--- config.mk ---
export PLATFORM = sky130hd
export DESIGN_NAME = llc_gate_drive
export DESIGN_NICKNAME = d
export VERILOG_FILES = /design/src/rtl/llc_gate_drive.sv
export SDC_FILE = /design/constraint.sdc
export NUM_CORES = 1
export LEC_CHECK = 0
export ABC_AREA = 1
export BUFFER_PORTS_ARGS = -buffer_cell sky130_fd_sc_hd__buf_2
export CAP_MARGIN = 30
export CORE_AREA = 2 2 124 126
export CTS_CLUSTER_SIZE = 8
export DETAILED_ROUTE_END_ITERATION = 16
export DIE_AREA = 0 0 126 128
export SYNTH_ARGS = -nofsm -noshare
export SYNTH_HDL_FRONTEND = slang
export SYNTH_SLANG_ARGS = --single-unit
--- constraint.sdc ---
create_clock -name clk -period 5.7 [get_ports clk]
set_input_delay 1.425 -clock clk [delete_from_list [all_inputs] [get_ports clk]]
set_output_delay 1.425 -clock clk [all_outputs]
set_load 0.005 [all_outputs]
--- src/rtl/llc_gate_drive.sv ---
module llc_gate_drive #(
  parameter int W = 12
) (
  input  logic         clk,
  input  logic         rst_n,
  input  logic         en,
  input  logic         fault,
  input  logic [W-1:0] demand,
  input  logic [W-1:0] t_min,
  input  logic [W-1:0] t_max,
  input  logic [W-1:0] th_off,
  input  logic [W-1:0] th_on,
  input  logic [W-1:0] dead,
  output logic         drive_a,
  output logic         drive_b,
  output logic         adc_trig
);
  localparam logic [W-1:0] ONE = 1;

  logic         run, trip, brst;
  logic [W-1:0] cnt, per, on;

  wire         freq_mode = demand >= t_min;
  wire [W-1:0] per_n  = !freq_mode ? t_min : (demand > t_max ? t_max : demand);
  wire [W-1:0] half_n = per_n >> 1;
  wire [W-1:0] lim_n  = (half_n > dead) ? half_n - dead : '0;
  wire [W-1:0] req    = demand >> 1;
  wire [W-1:0] want_n = freq_mode ? half_n : (req < th_off ? th_off : req);
  wire [W-1:0] on_n   = (want_n > lim_n) ? lim_n : want_n;
  wire         held   = brst & run;
  wire         brst_n = !freq_mode && (held ? (req <= th_on) : (req < th_off));

  wire         stop   = fault | trip | !en;
  wire         wrap   = cnt == per - ONE;
  wire [W-1:0] half   = per >> 1;
  wire         active = run & ~brst;

  always_ff @(posedge clk or negedge rst_n) begin
    if (!rst_n) begin
      run  <= 1'b0;
      trip <= 1'b0;
      brst <= 1'b0;
      cnt  <= '0;
      per  <= '0;
      on   <= '0;
    end else begin
      trip <= fault | (trip & en);
      if (stop) begin
        run <= 1'b0;
        cnt <= '0;
      end else if (!run || wrap) begin
        run  <= 1'b1;
        cnt  <= '0;
        per  <= per_n;
        on   <= on_n;
        brst <= brst_n;
      end else begin
        cnt <= cnt + ONE;
      end
    end
  end

  assign drive_a  = active & (cnt < on);
  assign drive_b  = active & (cnt >= half) & ((cnt - half) < on);
  assign adc_trig = active & (on != '0) & (cnt == (on >> 1));
endmodule

# After elaboration in Yosys (flattened, before gate mapping)
# Cells that the tools add are included.
# W data, S select, Z words.
# totals
regBits	39
inputBits	76
out_inout_bits	3
elab_cells	53
# op_classes
n_addsub	4
n_lt_le_gt_ge	9
eq_ne	2
n_mux	11
n_bitwise	13
reduce_logical	8
# op_table
operator	n
$mux W12	8
$gt A12 B12 Y1	2
$lt A12 B12 Y1	2
$add A12 B1 Y12 const B	1
$eq A12 B11 Y1	1
$eq A12 B12 Y1	1
$ge A12 B11 Y1	1
$ge A12 B12 Y1	1
$gt A11 B12 Y1	1
$le A11 B12 Y1	1
$lt A11 B12 Y1	1
$reduce_bool A12 Y1	1
$sub A11 B12 Y12	1
$sub A12 B1 Y12 const B	1
$sub A12 B11 Y12	1
$and A1 B1 Y1	8
$logic_not A1 Y1	3
$mux W1	3
$or A1 B1 Y1	3
$not A1 Y1	2
$reduce_and A2 Y1	1
$reduce_bool A2 Y1	1
$logic_and A1 B1 Y1	1
$logic_or A1 B1 Y1	1

# Longest topological paths before layout
# logic_depth
ltp_word	7
mapped_depth	38
ltp_nobuf	35

# Worst setup path before layout
# OpenSTA, ideal clock, no wires.
# synth_path
kind	input -> register
start	in t_min[11]
end	reg on[11]
setup_time_ps	117
arrival_time_ps	5782
required_ps	5583
slack_ps	-198
cell_stages	35
path_buffers	4
path_cell_list	inv_1 -> ha_1 -> nand2_1 -> nor2_1 -> nand2_1 -> nor2_1 -> nand2_1 -> nand4_1 -> buf_2 -> nand3_1 -> o21ai_0 -> inv_1 -> ha_1 -> fa_1 -> o21ai_0 -> nand3_1 -> nand3_1 -> nand2_1 -> inv_1 -> buf_2 -> buf_4 -> nand3_1 -> ha_1 -> nand2_1 -> nor2_1 -> nand4_1 -> a21oi_1 -> nor2_1 -> nor2_1 -> inv_1 -> clkbuf_1 -> nand2_1 -> o21ai_0 -> nand2_1 -> nand2_1
# synth_via
elab_chain_len	6
word_cells_on_any_way	8
cone_classes	1 x add/sub; 3 x order compare; 4 x mux
# synth_lines
item	line_no	rtl
start, declared	9	input logic [W-1:0] t_min,
$ge A12 B12 Y1	23	wire freq_mode = demand >= t_min;
$mux W12	24	wire [W-1:0] per_n = !freq_mode ? t_min : (demand > t_max ? t_max : demand);
$sub A11 B12 Y12 / $gt A11 B12 Y1 (equally long branches)	26	wire [W-1:0] lim_n = (half_n > dead) ? half_n - dead : '0;
$mux W12	26	
$gt A12 B12 Y1	29	wire [W-1:0] on_n = (want_n > lim_n) ? lim_n : want_n;
$mux W12 (*)	29	
end signal, assigned	55	on <= on_n;
end, declared	21	logic [W-1:0] cnt, per, on;
# Every way passes the cells marked *; elsewhere a longest branch is shown, timed or not.
# A chain may end at the register's enable or synchronous reset.

# Worst setup path after layout
# layout_path
start	in demand[9]
end	reg on[5]
# layout_via
elab_chain_len	7
word_cells_on_any_way	12
cone_classes	1 x add/sub; 5 x order compare; 6 x mux
# layout_lines
item	line_no	rtl
start, declared	8	input logic [W-1:0] demand,
$gt A12 B12 Y1	24	
$mux W12	24	
$mux W12 (*)	24	
via per_n[9]	24	
$sub A11 B12 Y12 / $gt A11 B12 Y1 (equally long branches)	26	
$mux W12	26	
$gt A12 B12 Y1	29	
$mux W12 (*)	29	
# The timed path passes the listed nets; every way through them passes the cells marked *.

==> results.yml <==
yosys:
  yosys-top-cells-area: "ha_1, nand2_1, dfrtp_1"
  netlist.top_cell.by_area: "ha_1"
  postSynth.asyncResetShare_pct: 100
  synth-main-ff-cell: "dfrtp_1"
  synth_common_cells: "nand2_1, inv_1, nand3_1, ha_1, nor2_1"
  netlist_area_before_placement_um2: 6210
  synth_top_area_share_pct: 20.8
  synth_fp_nets: 1173
  number_of_instances_in_the_synthesized_netlist: 992
  synth-edff-count: 0
  synth_seq_cells: 39
  avgSynthCellArea_um2: 6.26
  synthMostInstantiatedCell: "nand2_1"
  synth_warnings: 0
  sequential_fraction_of_the_synthesis_area_pct: 15.7
  synth_cell_types: 45
clock_tree:
  postCtsHoldBufs: 0
  clkSlewWorstSetupHoldPaths_ns: 0.06
  ctsLongestPathBuffers: 2
  cts.htree.levels: 2
  clock_tree_from_tritoncts: "done"
  tritoncts_buffers: 5
  clock-root-buffer: "clkbuf_16"
  cts_sinks: 39
  clkLatencyLatePin_ns: 0.28
job:
  maxCapViolCount: 0
place:
  placement.cell_area_um2: 7600
  place.gp.congestion: 0.967
  dp_slack_ns: -0.328
  detailedPlacementHpwl_mm: 15.8
  port-buffer-count: 78
floorplanning:
  die_width_um: 126
  fp.coreArea_um2: 14900
  floorplan.die_area_um2: 16100
  io_pins: 79
  start_util_pct: 41.8
  num_rows: 45
  chipHeight_um: 128
run_status:
  outcome: "completed"
critical_path:
  crit_path_max_incr_delay_ns: 0.33
  crit_arrival_ns: 5.69
  timing.critical_path.required_ns: 5.92
  timing.critical_path.to_type: "register"
  crit_fanout: 7
  worst_setup_start_kind: "primary input"
  critical-path-top-cell-by-count: "nand2_1"
  worst_setup_path_class: "primary input to register"
  timing.critical_path.slowest_stage_cell: "ha_1"
routing:
  first_pass_iters: 5
  dr.first_iter.drc_count: 408
  detail_route.vias_per_cell: 4.99
  routed_wl_mm: 19.0
  route.vias.total: 6842
  detail-route-antenna-nets: 0
  drcViolationCount: 0
  wire_per_inst_um: 13.8
layout:
  final_layout_size_suffix_gt1_share_pct: 26.6
  layout.nets: 1362
  syn_to_final_growth_pct: 34.0
  final_design_area_no_fill_um2: 8320
  num_antenna_cells: 0
power_and_ir_drop:
  power_leakage_nw: 4.58
  peakVddDrop_mv: 0.120
  powerDensity_nw_per_um2: 250
timing:
  final.min_clock_period_ns: 5.47
  clock_skew_ns: 0.00240
  hold_violations: 0
  slew_headroom_pct: 41.2
  tightest_slew_ns: 0.882
  setup-tns-final_ns: 0
  fin_ws_ns: 0.228
  timing.final.crit_share_pct: 96.0
  max_freq_ghz: 0.183
  finalSetupViolations: 0
  report.final.slew_viol_count: 0
global_routing:
  globalRouteOverflowTotal: 0
  initial_antenna_violation_count: 0
  grt_max_degree: 40
  first_global_vias: 6530
  grtUsageTotal_pct: 23.4
  grt_first_pass_wirelength_mm: 31.0
worst_hold_path:
  hold_path_class: "register to register"
## cell type report
type	count	area [µm²]
clock inverter	3	20.0
multi-input combinational	758	4900
inverter	173	652
tap	188	235
clock buffer	5	125
timing repair buffer	204	1410
fill	1508	6550
sequential	39	976
## cells by family (layout without fill, tap and decap cells)
family	Yosys count	count (layout)	share of synthesized area [%]
adders and majority gates	105	105	21.4
AOI/OAI and AO/OA	119	119	11.3
and+or+nand+nor	501	501	34.4
xor gates and xnor gates	33	33	4.88
buffers and inverters	195	385	12.4
DFF	39	39	15.7
## timing repair
| action | in CTS | in global routing |
|---|---|---|
| pin swaps | 0 | 29 |
| resized for setup | 1 | 115 |
| setup endpoints to repair | 10 | 12 |
| buffers inserted | 0 | 10 |
| endpoints found under the hold margin | 0 | 0 |
| cloned | 0 | 2 |
## cells in the final DEF (no fill, tap or decap), types with 3 or more instances in the layout
| cell type | synthesis | final |
|---|---|---|
| clkbuf_16 | 0 | 5 |
| nand4_1 | 16 | 16 |
| buf_2 | 9 | 77 |
| nor2_4 | 2 | 6 |
| o21bai_1 | 3 | 3 |
| xnor2_1 | 15 | 15 |
| ha_4 | 0 | 12 |
| nand2_1 | 288 | 277 |
| xor2_1 | 17 | 16 |
| nand2_2 | 3 | 12 |
| a21oi_1 | 55 | 45 |
| dfrtp_1 | 39 | 39 |
| nand3_1 | 106 | 89 |
| nor3_1 | 11 | 10 |
| inv_2 | 5 | 15 |
| o21ai_0 | 22 | 14 |
| inv_1 | 164 | 155 |
| o21ai_1 | 2 | 4 |
| nand3_2 | 0 | 16 |
| buf_6 | 2 | 9 |
| nand3b_1 | 3 | 3 |
| a21oi_2 | 0 | 10 |
| nor2_2 | 3 | 11 |
| a21o_1 | 6 | 6 |
| ha_1 | 103 | 91 |
| buf_4 | 2 | 114 |
| buf_12 | 0 | 3 |
| o21a_1 | 5 | 5 |
| nor2_1 | 63 | 51 |
| a31oi_1 | 12 | 10 |
| o21ai_2 | 0 | 4 |
## metrics by stage
stage	std cells	total power (W)	util, %	hold WS (ns)
after detailed placement	1350	0.00167	51.2	0.473
after global routing	1370	0.00231	56.0	0.502
after global placement	1350	0.00166	51.2	0.461
after CTS	1358	0.00196	52.1	0.487
final	1370	0.00208	56.0	0.481
after floorplan	992	0.00122	-	0.451
## worst max-delay path: cells and delay by family
kind	cells	cell delay, ns
AND/OR/NAND/NOR	22	2.13
buffers and inverters	8	1.03
AO/OA/AOI/OAI	2	0.18
adder cells (fa/ha/maj)	3	0.86
## flip-flops by register name, summed over array words and instances (netlist names)
signal	cells
per	12
cnt	12
brst	1
run	1
on	12
trip	1
## path summary, 6_finish.rpt
kind | start | endpoint | slack, ns | cells past startpoint
min in group asynchronous | rst_n | cnt[11] | 1.26 | 1
hold / removal | trip | trip | 0.48 | 1
setup / recovery | demand[9] | on[5] | 0.23 | 35
setup reg to reg | per[0] | per[8] | 3.23 | 14
max in group asynchronous | rst_n | per[0] | 3.88 | 1
hold reg to reg | trip | trip | 0.48 | 1
## routing by layer
metal | vias to the layer above | track usage (%) | share of wire [%]
li1 | 3595 | - | -
met1 | 3070 | 30.4 | 45
met2 | 143 | 42.2 | 49
met3 | 34 | 1.34 | 3.2
met4 | 0 | 6.59 | 3.3
met5 | - | 0 | 0
## power breakdown
part | switching, W | internal [W] | total (W)
sequential | 0.0000775 | 0.000333 | 0.000410
combinational | 0.000780 | 0.000615 | 0.00139
clock | 0.000115 | 0.000161 | 0.000277
total | 0.000973 | 0.00111 | 0.00208
Note: power is estimated with default switching activity, not from simulation.
